==> src/rtl/pbus_arb_pkg.sv <==
package pbus_arb_pkg;
  localparam int ARB_N = 5;
  localparam int IDX_W = $clog2(ARB_N);

  typedef logic [IDX_W-1:0] idx_t;
  typedef logic [ARB_N-1:0] vec_t;
  typedef idx_t [ARB_N-1:0] order_t;  // entry 0 is the highest rank

  function automatic order_t order_init();
    order_t o;
    for (int i = 0; i < ARB_N; i++) o[i] = idx_t'(i);
    return o;
  endfunction

  function automatic idx_t lowest_req(vec_t r);
    idx_t k = '0;
    for (int i = ARB_N - 1; i >= 0; i--) if (r[i]) k = idx_t'(i);
    return k;
  endfunction

  function automatic idx_t first_in_order(order_t o, vec_t r);
    idx_t k = '0;
    for (int i = ARB_N - 1; i >= 0; i--) if (r[o[i]]) k = o[i];
    return k;
  endfunction

  // remove w from the list and append it at the tail
  function automatic order_t retire(order_t o, idx_t w);
    order_t n;
    int p = 0;
    for (int i = 0; i < ARB_N; i++) if (o[i] == w) p = i;
    for (int i = 0; i < ARB_N - 1; i++) n[i] = (i < p) ? o[i] : o[i+1];
    n[ARB_N-1] = w;
    return n;
  endfunction
endpackage

==> src/rtl/pbus_prio_list.sv <==
module pbus_prio_list
  import pbus_arb_pkg::*;
(
  input  logic   clk,
  input  logic   rst_n,
  input  logic   retire_en,
  input  idx_t   retire_idx,
  output order_t order_q
);
  always_ff @(posedge clk or negedge rst_n) begin
    if (!rst_n)         order_q <= order_init();
    else if (retire_en) order_q <= retire(order_q, retire_idx);
  end
endmodule

==> src/rtl/pbus_winner.sv <==
module pbus_winner
  import pbus_arb_pkg::*;
(
  input  vec_t   req,
  input  logic   rr_mode,
  input  order_t order,
  output logic   any_req,
  output idx_t   win
);
  always_comb begin
    any_req = |req;
    win     = rr_mode ? first_in_order(order, req) : lowest_req(req);
  end
endmodule

==> src/rtl/pbus_grant_ctl.sv <==
module pbus_grant_ctl
  import pbus_arb_pkg::*;
#(
  parameter int PARK_DEV = 0
)(
  input  logic clk,
  input  logic rst_n,
  input  logic host_en,
  input  logic bus_idle,
  input  vec_t req,
  input  logic any_req,
  input  idx_t win,
  output vec_t gnt_q,
  output logic rearb,
  output logic new_grant
);
  localparam vec_t PARK_HOT = vec_t'(1) << PARK_DEV;

  vec_t win_hot;
  vec_t gnt_d;
  logic owner_released;
  logic no_owner;

  for (genvar g = 0; g < ARB_N; g++) begin : g_hot
    assign win_hot[g] = (win == idx_t'(g));
  end

  assign owner_released = |(gnt_q & ~req);
  assign no_owner       = ~|gnt_q;
  assign rearb          = bus_idle | owner_released | no_owner;
  assign new_grant      = host_en & rearb & any_req;

  always_comb begin
    if (!host_en)   gnt_d = '0;
    else if (rearb) gnt_d = any_req ? win_hot : PARK_HOT;
    else            gnt_d = gnt_q;
  end

  always_ff @(posedge clk or negedge rst_n) begin
    if (!rst_n) gnt_q <= '0;
    else        gnt_q <= gnt_d;
  end
endmodule

==> src/rtl/pbus_arbiter.sv <==
module pbus_arbiter
  import pbus_arb_pkg::*;
(
  input  logic             clk,
  input  logic             rst_n,
  input  logic [ARB_N-1:0] req_n,
  input  logic             rr_mode,
  input  logic             host_en,
  input  logic             bus_idle,
  output logic [ARB_N-1:0] gnt_n
);
  vec_t   req;
  vec_t   gnt_q;
  order_t order_q;
  idx_t   win;
  logic   any_req;
  logic   rearb;
  logic   new_grant;
  logic   retire_en;

  assign req       = ~req_n;
  assign retire_en = new_grant & rr_mode;
  assign gnt_n     = ~gnt_q;

  pbus_prio_list u_list (
    .clk(clk), .rst_n(rst_n), .retire_en(retire_en),
    .retire_idx(win), .order_q(order_q)
  );

  pbus_winner u_win (
    .req(req), .rr_mode(rr_mode), .order(order_q),
    .any_req(any_req), .win(win)
  );

  pbus_grant_ctl #(.PARK_DEV(0)) u_gnt (
    .clk(clk), .rst_n(rst_n), .host_en(host_en), .bus_idle(bus_idle),
    .req(req), .any_req(any_req), .win(win),
    .gnt_q(gnt_q), .rearb(rearb), .new_grant(new_grant)
  );
endmodule

==> config.mk <==
export PLATFORM = sky130hd
export DESIGN_NAME = pbus_arbiter
export DESIGN_NICKNAME = d
export VERILOG_FILES = /design/src/rtl/pbus_arb_pkg.sv /design/src/rtl/pbus_prio_list.sv /design/src/rtl/pbus_winner.sv /design/src/rtl/pbus_grant_ctl.sv /design/src/rtl/pbus_arbiter.sv
export SDC_FILE = /design/constraint.sdc
export NUM_CORES = 1
export LEC_CHECK = 0
export ABC_AREA = 0
export BUFFER_PORTS_ARGS = -buffer_cell sky130_fd_sc_hd__buf_2
export CORE_MARGIN = 2
export CORE_UTILIZATION = 60
export CTS_BUF_LIST = sky130_fd_sc_hd__clkbuf_2
export DETAILED_ROUTE_END_ITERATION = 10
export PLACE_DENSITY = 0.8
export SKIP_LAST_GASP = 1
export SYNTH_ARGS = -nofsm -noshare
export SYNTH_HDL_FRONTEND = slang
export SYNTH_HIERARCHICAL = 1
export SYNTH_SLANG_ARGS = --single-unit
==> constraint.sdc <==
create_clock -name clk -period 3.7 [get_ports clk]
set_input_delay 0.74 -clock clk [delete_from_list [all_inputs] [get_ports clk]]
set_output_delay 0.74 -clock clk [all_outputs]
set_load 0.01 [all_outputs]
==> summary.md, run 1 <==
| Metric | Value |
|---|---|
| Fin crit period | `3393 ps` |
| Post-DP HPWL | `2.658 mm` |
| Synth warn | `6` |
| Global-route wire length before repair | `6.120 mm` |
| Number of antenna diodes | `0` |
| Pwr Density | `645.7 nW/um^2` |
| Worst setup SP type | `flop` |
| Final Max Tran Viols | `0` |
| ANT nets after route | `0` |
| Yosys cell types | `53` |
| # fillers | `212` |
| Number of vias per cell | `6.278` |
| Mean post-synth cell area | `10.15 um^2` |
| Tightest Pin Transition | `474.9 ps` |
| Area Growth Syn to Fin | `6.018%` |
| Max Cap Viol | `0` |
| Slowest CP cell | `dfstp_2` |
| Number of synthesized flops with an enable pin | `0` |
| Max-Slew Margin vs Limit | `68.05%` |
| Maximum buffer depth of the clock tree | `2` |
| Worst-path clk slew | `200 ps` |
| Clock Tree Root | `clkbuf_2` |
| Grt total ovfl | `0` |
| R2R depth | `10` |
| Initial Utilization | `62.14%` |
| Area occupied by multi-input gates | `1052 um^2` |
| Post-synthesis simple-gate area fraction | `18.65%` |
| Largest net degree at the start of global routing | `21` |
| Wire per inst | `16.82 um` |
| DRT Pass-1 Iters | `4` |
| CP max FO | `7` |
| Reg2Reg Launch Point | `u_list/order_q[9]$_DFFE_PN1P_` |
| # clock sinks | `20` |
| Overall Global Routing Usage | `24.04%` |
| Cell count after synthesis | `166` |
| Crit path from | `u_list/order_q[9]$_DFFE_PN1P_` |
| CTS Buf Count | `3` |
| Crit end category | `flop` |
| Post-synthesis adder-cell area fraction | `0%` |
| Port Buf Inserts | `14` |
| FF/Latch Area | `506.7 um^2` |
| Core area | `2710 um^2` |
| WL final | `3.565 mm` |
| Max IR drop VDD | `0.0004351 V` |
| Post-route clock period utilization | `91.70%` |
| Register area share after synthesis | `30.09%` |
| I/O Pins | `15` |
| DIE HEIGHT | `56.98 um` |
| Critical Path End | `u_list/order_q[4]$_DFFE_PN0P_` |
| Setup Buffers After CTS | `0` |
| RSZ-0062 raised after global routing | `false` |
| Pwr Total | `0.001153 W` |
| Leak Pwr | `0.8162 nW` |
| Via Count | `1331` |
| Top FF cell, synth | `dfrtp_1` |
| Vias in the first global route | `1282` |
| Critical path, cell by cell | `and4bb_1 > nor4b_1 > o21ai_0 > a221oi_1 > o221a_1 > xor2_2 > o31ai_4 > a311oi_4 > buf_4 > mux2_2` |
| Cts repair resizes | `0` |
| Mux contribution to synthesized area | `21.32%` |
| R2r setup slk | `310 ps` |
| Asr flop ratio synth | `100.0%` |
| Worst-Skew Late Latency | `340 ps` |
| Final setup violating endpoints | `0` |
| Synthesized area | `1684 um^2` |
| TritonCTS clock tree | `yes` |
| Dpl cells | `208` |
| Required @ worst endpoint | `3960 ps` |
| Hold/Removal Path Class | `input pin to async pin` |
| CP peak stage delay | `660 ps` |
| Layout cell share with drive strength beyond 1 | `33.15%` |
| Non-filler cells in the finished layout | `212` |
| FMAX | `294.7 MHz` |
| Syn_nets | `176` |
| Final TNS setup | `0 ps` |
| Hold buffer count at CTS | `0` |
| Post-layout util | `65.88%` |
| R2R Path End | `u_list/order_q[4]$_DFFE_PN0P_` |
| Drt drc | `0` |
| Final-stage net count | `192` |
| Final Skew | `30.64 ps` |
| Compound-cell area share of the yosys netlist | `14.49%` |
| Run status | `finished clean` |
| Die ar. | `3247 um^2` |
| #FFs+latches synth | `20` |
| Final Hold Vio Count | `0` |
| Rows | `19` |
| Die Width | `56.98 um` |
| Critical path arrival | `3650 ps` |
| Initial antenna violation count | `0` |
| CTS H-tree lvls | `1` |
| Crit Path Class | `flop to flop` |
| GP Congestion | `0.8645` |
| Starting DRT DRC Count | `108` |
| Synth Area in XOR/XNOR | `7.578%` |
| Largest family of logic cells by synthesized area | `multiplexers` |
[layout make-up]
class / count / area share (%)
clock buffer: 4 / 1.121
timing repair buffer: 20 / 6.447
multi-input combinational: 123 / 58.93
sequential: 20 / 28.38
tap: 31 / 2.172
inverter: 14 / 2.943
[synthesized netlist by cell type, drive strengths merged, types with 3 or more instances]
master  count  share of area [%]
buf         8                4.5
inv        14                3.1
mux2i      13                7.7
o22ai       3                1.1
dfrtp      15                 22
or4         3                1.3
o31ai       5                3.3
nor2        6                1.3
dfstp       5                7.8
nor3        4                1.2
mux2       19                 14
xnor2       3                1.6
xor2        9                6.0
nand2      12                2.7
nand2b      6                2.2
[cell families after synthesis]
kind of cell	count (synthesis)
buf+inv	23
mux	32
xor+xnor	12
simple gates	52
flops	20
compound gates	27
[power by group]
part | internal, W | leakage (nW) | switching, W
Clock | 0.0000286 | 0.0166 | 0.0000682
Combinational | 0.000323 | 0.545 | 0.000309
Sequential | 0.000297 | 0.255 | 0.000127
[worst max-delay path: cells and delay by family (launching register included)]
kind                      cells  cell delay, ps
AOI/OAI and AO/OA             5            1400
xor gates and xnor gates      1             220
buffers and inverters         1             170
DFF                           1             660
muxes                         1             330
and+or+nand+nor               2             560
[layer usage]
layer	vias to the layer above	wire [um]	GRT usage, %
li1	630	-	-
met4	0	57	7.309
met5	-	0	0
met1	630	1555	34.37
met3	7	263	3.175
met2	64	1689	38.42
[metrics by stage]
step                      setup slack, ps  instance area, um^2  hold WS, ps
final                               307.2                 1785        300.4
after global placement              198.7                 1765        557.1
after floorplan                     320.3                 1684        444.4
after CTS                           357.8                 1785        319.2
after detailed placement            20.13                 1765        569.9
after global routing                199.6                 1785        317.4
[cell usage in the layout, fill, tap and decap left out, types with 3 or more instances in the layout]
master and instances:
o31ai_1 3, buf_2 14, dfstp_2 5, buf_4 6, nor2_1 6, inv_1 14, o22ai_1 3, xor2_1 6
nand2b_1 6, clkbuf_2 4, mux2_4 4, xor2_2 3, nor3_1 4, or4_1 3, mux2i_1 13, mux2_2 15
xnor2_1 3, dfrtp_1 15, nand2_1 12
[sequential cells by signal (all words and copies together) (netlist names)]
register,flops
u_list/order_q,15
u_gnt/gnt_q,5
[how the worst min path moves through the flow]
stage | end | start | cells after the start
after floorplan | u_gnt/gnt_q[0]$_DFFE_PN0P_ | rst_n | 0
after global placement | u_gnt/gnt_q[4]$_DFFE_PN0P_ | u_gnt/gnt_q[4]$_DFFE_PN0P_ | 2
after detailed placement | u_gnt/gnt_q[4]$_DFFE_PN0P_ | u_gnt/gnt_q[4]$_DFFE_PN0P_ | 2
after CTS | u_list/order_q[0]$_DFFE_PN0P_ | rst_n | 1
after global routing | u_list/order_q[1]$_DFFE_PN0P_ | rst_n | 1
final | u_list/order_q[0]$_DFFE_PN0P_ | rst_n | 1
(Power assumes the default switching activity.)
==> run 2: changes to the inputs <==
PLACE_DENSITY = 0.91   (was 0.8)
clock period = 3.3 ns   (was 3.7 ns; I/O delays follow)
==> run 2 against run 1 <==
Effect of this change: total power increased by 28%; highest routed layer unchanged; critical path type unchanged; sequential share of layout area decreased by 2.1 points; worst hold slack got worse by 70 ps.
==> summary.md, run 2 (synthesis results as in run 1) <==
| Metric | Value |
|---|---|
| Die ar. | `3247 um^2 (unchanged)` |
| Critical path arrival | `3540 ps (-110 ps)` |
| Final Skew | `5.004 ps (-25.64 ps)` |
| Worst-path clk slew | `200 ps (about the same)` |
| Final-stage net count | `207 (+7.8%)` |
| CTS H-tree lvls | `1 (unchanged)` |
| Leak Pwr | `0.9033 nW (+11%)` |
| Initial Utilization | `62.14% (unchanged)` |
| Dpl cells | `219 (+5.3%)` |
| Pwr Total | `0.001481 W (+28%)` |
| Switching portion of total power | `41.98% (-1.7 points)` |
| Grt total ovfl | `0 (unchanged)` |
| Crit Path Class | `flop to flop` |
| Max Cap Viol | `0 (unchanged)` |
| FMAX | `304.4 MHz (+3.3%)` |
| Tightest Pin Transition | `454.4 ps (-20.45 ps)` |
| Post-DP HPWL | `2.965 mm (+12%)` |
| Largest net degree at the start of global routing | `21 (unchanged)` |
| Maximum buffer depth of the clock tree | `2 (unchanged)` |
| DIE HEIGHT | `56.98 um (unchanged)` |
| Max IR drop VDD | `0.0005214 V (+20%)` |
| Vias in the first global route | `1376 (+7.3%)` |
| Overall Global Routing Usage | `26.12% (+2.1 points)` |
| Initial antenna violation count | `0 (unchanged)` |
| Number of vias per cell | `6.432 (+2.4%)` |
| Largest regs | `u_list/order_q x15, u_gnt/gnt_q x5` |
| Hold/Removal Path Class | `input pin to async pin` |
| Final Max Tran Viols | `0 (unchanged)` |
| Seq pwr share | `32.2% (-4.6 points)` |
| Final Hold Vio Count | `0 (unchanged)` |
| Setup WS pre-CTS | `-144.9 ps (-165.0 ps)` |
| I/O Pins | `15 (unchanged)` |
| Rows | `19 (unchanged)` |
| GP Congestion | `0.9678 (+12%)` |
| Drt drc | `0 (unchanged)` |
| Final worst slack | `15.14 ps (-292.1 ps)` |
| Area Growth Syn to Fin | `14.56%` |
| Non-filler cells in the finished layout | `227 (+7.1%)` |
| WL final | `4.288 mm (+20%)` |
| Final setup violating endpoints | `0 (unchanged)` |
| Clock Tree Root | `clkbuf_2` |
| Layout cell share with drive strength beyond 1 | `39.29% (+6.1 points)` |
| Worst setup SP type | `flop` |
| Starting DRT DRC Count | `186 (+72%)` |
| Most flop-heavy register | `u_list/order_q` |
| Number of antenna diodes | `0 (unchanged)` |
| Post-layout util | `71.19% (+5.3 points)` |
| Fin crit period | `3285 ps (-107.9 ps)` |
| Worst-Skew Late Latency | `340 ps (about the same)` |
| Pwr Density | `767.5 nW/um^2 (+19%)` |
| Post-route clock period utilization | `99.54% (+7.8 points)` |
| # clock sinks | `20 (unchanged)` |
| Hold buffer count at CTS | `0 (unchanged)` |
| Largest register FFs | `15 (unchanged)` |
| Run status | `finished clean` |
| Clk network pwr share | `12.6% (+4.2 points)` |
| Core area | `2710 um^2 (unchanged)` |
| Crit end category | `flop` |
| Most frequent cells in the layout | `buf_4 (21), dfrtp_1 (15), mux2_2 (15), inv_1 (14), buf_2 (14)` |
| DRT Pass-1 Iters | `4 (unchanged)` |
| Combinational Power Share | `55.2% (+0.3 points)` |
| Internal power | `0.0008593 W (+32%)` |
| Most common cell after layout, fill and taps aside | `buf_4` |
| Switching power | `0.0006216 W (+23%)` |
| Max-Slew Margin vs Limit | `69.70% (+1.7 points)` |
| Wire per inst | `18.89 um (+12%)` |
| Required @ worst endpoint | `3550 ps (-410 ps)` |
| Die Width | `56.98 um (unchanged)` |
| CTS Buf Count | `3 (unchanged)` |
| Port Buf Inserts | `14 (unchanged)` |
| CP max FO | `7 (unchanged)` |
| Via Count | `1460 (+9.7%)` |
| TritonCTS clock tree | `yes` |
| Global-route wire length before repair | `6.568 mm (+7.3%)` |
| ANT nets after route | `0 (unchanged)` |
## run 2: cell count changes in the layout (fill, tap and decap cells not counted), sizes merged
cell,delta
bufinv,+1
buf,+15
clkbuf,-1
## run 2: metal layers
layer  up-vias  track usage [%]  wire (um)
met1       717            34.12       1744
met5         -                0          0
met3        20            2.948        232
li1        658                -          -
met4         0            7.973        170
met2        65            45.65       2141
## run 2: worst paths after layout
path	from	endpoint	slack, ps	depth (start not counted)
max	u_list/order_q[9]$_DFFE_PN1P_	u_list/order_q[5]$_DFFE_PN0P_	20	11
min	rst_n	u_list/order_q[8]$_DFFE_PN0P_	230	1
max reg2reg	u_list/order_q[9]$_DFFE_PN1P_	u_list/order_q[5]$_DFFE_PN0P_	20	11
min reg2reg	u_gnt/gnt_q[0]$_DFFE_PN0P_	u_gnt/gnt_q[0]$_DFFE_PN0P_	610	2
max in group asynchronous	rst_n	u_list/order_q[14]$_DFFE_PN1P_	2730	1
min in group clk	u_gnt/gnt_q[0]$_DFFE_PN0P_	u_gnt/gnt_q[0]$_DFFE_PN0P_	610	2
## run 2: critical path, cell delays in order, from the launching register on
cell	delay [ps]
dfstp_2	690
mux2_4	340
o2bb2ai_2	130
or4_1	490
nand4_1	130
a21o_1	230
xor2_1	170
nor3_1	90
buf_4	150
a311oi_4	290
buf_4	180
mux2_2	320
## run 2: area by class of cell
cell class	instances	area [um^2]
fillers	183	780.7
clock inverters	1	30.03
multi-input cells	123	1059
clock buffers	3	15.01
inverters	14	52.55
repair buffers	35	227.7
well taps	31	38.79
flip-flops and latches	20	506.7
## run 2: per-stage QoR
step	cell area, um^2	setup TNS, ps	hold slack (ps)
final	1929	0	230.4
after global placement	1848	-200.2	549.3
after CTS	1893	0	230.7
after floorplan	1684	0	364.4
after detailed placement	1848	-783.2	565.4
after global routing	1929	-40.13	215.5
## run 2: power groups by stage
stage	registers, W	clock network, W	logic (W)
3_5_place_dp	0.000474	0	0.000775
6_report	0.000477	0.000186	0.000817
5_1_grt	0.000489	0.000202	0.000863
2_1_floorplan	0.000431	0	0.000604
3_3_place_gp	0.000462	0	0.000731
4_1_cts	0.000468	0.000189	0.000780
## run 2: what timing repair did
item | 4_1_cts | 5_1_grt
setup buffers | 0 | 4
resized for setup | 0 | 2
endpoints found under the setup margin | 0 | 6
